File: src/rtl/burst_addr_seq.sv
module burst_addr_seq #(
  parameter int AW = 20
) (
  input  logic          clk,
  input  logic          rst_n,
  input  logic [AW-1:0] addr_in,
  input  logic          ce1_n,
  input  logic          ce2,
  input  logic          ce3_n,
  input  logic          strb_proc_n,
  input  logic          strb_ctrl_n,
  input  logic          adv_n,
  input  logic          ord_sel_n,
  output logic [AW-1:0] cur_addr,
  output logic          acc_valid,
  output logic          new_load
);
  localparam int CW = 2;

  logic [AW-1:0] base_q;
  logic [CW-1:0] step_q;
  logic          lin_q;
  logic          valid_q;
  logic          load_q;

  wire selected  = !ce1_n && ce2 && !ce3_n;
  wire start     = (!strb_proc_n && !ce1_n) || !strb_ctrl_n;
  wire advance   = !start && !adv_n && valid_q;

  always_ff @(posedge clk or negedge rst_n) begin
    if (!rst_n) begin
      base_q  <= '0;
      step_q  <= '0;
      lin_q   <= 1'b0;
      valid_q <= 1'b0;
      load_q  <= 1'b0;
    end else begin
      load_q <= start && selected;
      if (start) begin
        valid_q <= selected;
        if (selected) begin
          base_q <= addr_in;
          step_q <= '0;
          lin_q  <= !ord_sel_n;
        end
      end else if (advance) begin
        step_q <= step_q + 1'b1;
      end
    end
  end

  logic [CW-1:0] low_lin, low_ilv;
  assign low_lin   = base_q[CW-1:0] + step_q;
  assign low_ilv   = base_q[CW-1:0] ^ step_q;
  assign cur_addr  = {base_q[AW-1:CW], lin_q ? low_lin : low_ilv};
  assign acc_valid = valid_q;
  assign new_load  = load_q;
endmodule

File: config.mk
export PLATFORM = sky130hd
export DESIGN_NAME = burst_addr_seq
export DESIGN_NICKNAME = d
export VERILOG_FILES = /design/src/rtl/burst_addr_seq.sv
export SDC_FILE = /design/constraint.sdc
export NUM_CORES = 1
export LEC_CHECK = 0
export ABC_AREA = 1
export BUFFER_PORTS_ARGS = -buffer_cell sky130_fd_sc_hd__buf_2
export CORE_MARGIN = 2
export CORE_UTILIZATION = 50
export DETAILED_ROUTE_END_ITERATION = 10
export PLACE_DENSITY = 0.79
export SLEW_MARGIN = 20
export SYNTH_ARGS = -nofsm -noshare
export SYNTH_HDL_FRONTEND = slang
export SYNTH_SLANG_ARGS = --single-unit
export TNS_END_PERCENT = 20
File: constraint.sdc
create_clock -name clk -period 1.4 [get_ports clk]
set_input_delay 0.07 -clock clk [delete_from_list [all_inputs] [get_ports clk]]
set_output_delay 0.07 -clock clk [all_outputs]
set_load 0.1 [all_outputs]
* Yosys cells after proc, flatten, opt, wreduce, memory -nomap -nowiden *
Index checks and enable logic that the tools add are counted.

storage, ports and cells
  register bits = 25
  bits of input ports = 29
  logic and storage cells = 30

operators by class
  add/subtract/negate cells = 2
  eq/ne operators = 1
  muxes and demuxes = 4
  bitwise operators = 1
  reductions and logical operators = 17

operators with widths
  kind                                                           count
  2-bit two-way mux                                              4
  1-bit logical NOT                                              7
  1-bit logical AND                                              6
  2-bit AND reduction                                            2
  2-bit by 1-bit adder with 2-bit output, second input constant  1
  2-bit adder                                                    1
  2-bit inequality test, second input constant                   1
  2-bit nonzero test                                             1
  2-bit bitwise XOR                                              1
  1-bit logical OR                                               1

* Depth between registers and ports, before layout *
  depth after elaboration = 8
  gate-level depth with buffers = 8
  mapped depth without buffers = 8

* Worst setup path after synthesis *
No wires, ideal clock.

  path kind = reg-to-reg
  from = register valid_q (netlist: acc_valid)
  to = register step_q[0]
  data arrival time = 1.359 ns
  data required time = 1.283 ns
  path slack = -0.075 ns
  cell stages (with the launch flop) = 6
  cell sequence = dfrtp_1 > nand3_1 > nand2_2 > nand2_1 > nand2_1 > nand2_1

between the ends
  word-level cells in the longest chain between the ends = 3

ends and longest elaborated chain
  what                                  line  text
  start, declared                       23    logic valid_q;
  start signal, assigned                40    valid_q <= selected;
  1-bit logical AND                     28    wire advance = !start && !adv_n && valid_q;
  2-bit nonzero test (no source line)   -
  2-bit AND reduction (no source line)  -
  end signal, assigned                  47    step_q <= step_q + 1'b1;
  end, declared                         21    logic [CW-1:0] step_q;

No other way between the ends.
A chain may end at the register's enable or synchronous reset.

* Worst setup path after layout *
  from = register base_q[0]
  to = output port cur_addr[1]

between the ends
  word-level cells in the longest chain between the ends = 2

ends and longest elaborated chain
  what                    line  text
  start, declared         20    logic [AW-1:0] base_q;
  start signal, assigned  42    base_q <= addr_in;
  2-bit adder             53    assign low_lin = base_q[CW-1:0] + step_q;
  2-bit two-way mux       55    assign cur_addr = {base_q[AW-1:CW], lin_q ? low_lin : low_ilv};
  end, declared           14    output logic [AW-1:0] cur_addr,

No other way between the ends.

==> qor.csv <==
metric,value,unit
start_kind,flop,
synth_edf_count,0,
rsz0062_at_grt,yes,
rows,17,
drv_cap,0,
synth.most_common_cell,nand2_1,
critPathRequiredTime,1.33,ns
ys_types,14,
root_buffer,clkbuf_4,
cts_sinks,25,
finalHoldViolations,0,
relSlewSlack,64.52,%
crit_path_max_fanout,2,
path_cells,ha_2 > nand2_2 > xnor2_1 > inv_1 > buf_12,
endpoint_kind,output port,
synth_top_area_share,52.91,%
grt_pass1_wl,4.146,mm
area_growth,36.72,%
drive_gt1_share,36.27,%
path_buf_inv,2,
fin_cells,221,
vias,999,
synth_area_leaders,"dfrtp_1, nand2_1, buf_4, xnor2_1, nand2_2",
pre_cts_ws,0.2999,ns
status,"complete, but fails checks",
clock_skew,0.0009751,ns
cp_slowest_stage_delay,0.42,ns
power_frac_comb,55.4,%
tightestPinTransition,0.5323,ns
ios,51,
p_seq_share,33.3,%
io_buffers,50,
period_needed,1.428,ns
cts_max_level,1,
power_density,1731,nW/um^2
routed_wl,2.586,mm
finalSetupViolCount,1,
yosysWarnings,0,
fin_nets,224,
violations,negative setup slack,
yosysTopAreaCell,dfrtp_1,
clk_latency,0.31,ns
grt_overflow_total,0,
dp_hpwl,1.554,mm
power.clock.fraction,11.3,%
setup_ws,-0.02755,ns
switching_share,52.76,%
cts.path.max_buffers,2,
hold_path_class,in2reg,
insertedDiodeCount,0,
synth_common_cells,"nand2_1, dfrtp_1, buf_4, nand2_2",
ys_seq_area_share,52.91,%
internal_power,1.322,mW
max_freq,700.5,MHz
criticalPathCategory,reg2out,
grt_max_degree,26,
place_congestion,0.6775,
cts_buffers,3,
drt_pass1_iterations,4,
synthesis.area,1182,um^2
synth_seq_cells,25,
die_w,52.63,um
cp_slowest_cell,dfrtp_1,
avgSynthCellArea,8.758,um^2
timing_max_transition_violations_final,0,
netlist_instances,135,
fillers,180,
synth_ff_type,dfrtp_1,
die_area,2770,um^2
initial_core_util,52.94,%
grt_usage,20.88,%
ir_drop,1.068,mV
drt_iter0_markers,14,
path_delay_family,flip-flops,
place_inst,192,
ant_nets,0,
switching_power,1.477,mW
avgRoutedWirePerCell,11.70,um
async_flop_share,100.0,%
antenna_found_initial,0,
whs,0.05720,ns
p_leak,0.9281,nW
cts_tree,built,
die_h,52.63,um
synth_nets,165,
cp.arrival,1.36,ns
drc,0,
clkTransAtPathRegs,0.13,ns
core,2233,um^2
fin_crit_sh,102.0,%
grt_pass1_vias,969,
vias_per_cell,4.520,
-- power by group through the flow --
stage | registers, mW | logic (mW) | clock network [mW]
after floorplan | 0.950 | 1.30 | 0
after global routing | 0.948 | 1.62 | 0.356
after global placement | 0.937 | 1.44 | 0
after CTS | 0.925 | 1.53 | 0.326
after detailed placement | 0.944 | 1.46 | 0
final | 0.931 | 1.55 | 0.316
-- path summary, 6_finish.rpt --
check | depth (start not counted) | startpoint | endpoint | slack, ns
max | 5 | base_q[0]$_DFFE_PN0P_ | cur_addr[1] | -0.03
min | 3 | strb_ctrl_n | acc_valid$_DFFE_PN0P_ | 0.06
max reg2reg | 5 | step_q[0]$_DFFE_PN0P_ | step_q[1]$_DFFE_PN0P_ | 0.40
min reg2reg | 2 | base_q[5]$_DFFE_PN0P_ | base_q[5]$_DFFE_PN0P_ | 0.49
max in group asynchronous | 2 | rst_n | acc_valid$_DFFE_PN0P_ | 0.77
min in group asynchronous | 2 | rst_n | base_q[8]$_DFFE_PN0P_ | 0.25
-- repair_timing --
action	in CTS	in global routing
setup buffers	2	1
endpoints found under the setup margin	1	1
pin swaps	2	1
hold endpoints to repair	46	0
gates resized for setup	2	1
hold buffers	22	0
-- cell type report --
type	instances	area, um^2	area share [%]
clock inverters	1	5.005	0.3096
clock buffers	3	22.52	1.393
flip-flops and latches	25	626.9	38.78
inverters	4	15.01	0.9288
multi-input cells	84	381.6	23.61
well taps	28	35.03	2.167
repair buffers	76	530.5	32.82
-- per-layer routing --
layer	global-route usage, %	wire length, um	vias to the layer above
met5	0	0	-
met4	7.692	14	0
met3	2.000	99	2
met2	38.13	1464	26
met1	25.19	1008	469
li1	-	-	502
-- cells in the final DEF (no fill, tap or decap), types with 2 or more instances in the layout --
| master | count |
|---|---|
| dfrtp_1 | 24 |
| inv_1 | 2 |
| nand2_2 | 5 |
| buf_4 | 4 |
| dlygate4sd3_1 | 22 |
| buf_2 | 48 |
| clkbuf_4 | 3 |
| nand3_1 | 3 |
| nand2_1 | 67 |
| xnor2_1 | 2 |
| inv_2 | 2 |
| buf_12 | 2 |
| nor2_1 | 2 |
-- registers in the layout, summed over array words and instances, names as in the netlist --
signal     cells
base_q        20
step_q         2
acc_valid      1
lin_q          1
new_load       1
-- worst min-delay path, stage by stage --
cell and delay [ns]:
buf_2 0.11, nand3_1 0.09, nand2_2 0.07
-- per-stage QoR --
| stage | setup TNS (ns) | power [mW] | instance area, um^2 | utilization [%] |
|---|---|---|---|---|
| final | -0.02755 | 2.799 | 1617 | 72.38 |
| after global routing | -0.09258 | 2.919 | 1617 | 72.38 |
| after CTS | -0.004000 | 2.786 | 1602 | 71.71 |
| after detailed placement | 0 | 2.400 | 1334 | 59.72 |
| after global placement | 0 | 2.381 | 1334 | 59.72 |
| after floorplan | 0 | 2.251 | 1184 | - |
-- logic make-up after synthesis --
group / after synthesis / share of synthesized area [%]
simple gates: 79 / 27.51
fa+ha+maj: 1 / 1.058
flops: 25 / 52.91
buf+inv: 26 / 15.87
xor+xnor: 3 / 2.223
compound gates: 1 / 0.4229
Power figures use the tool's default switching activity.
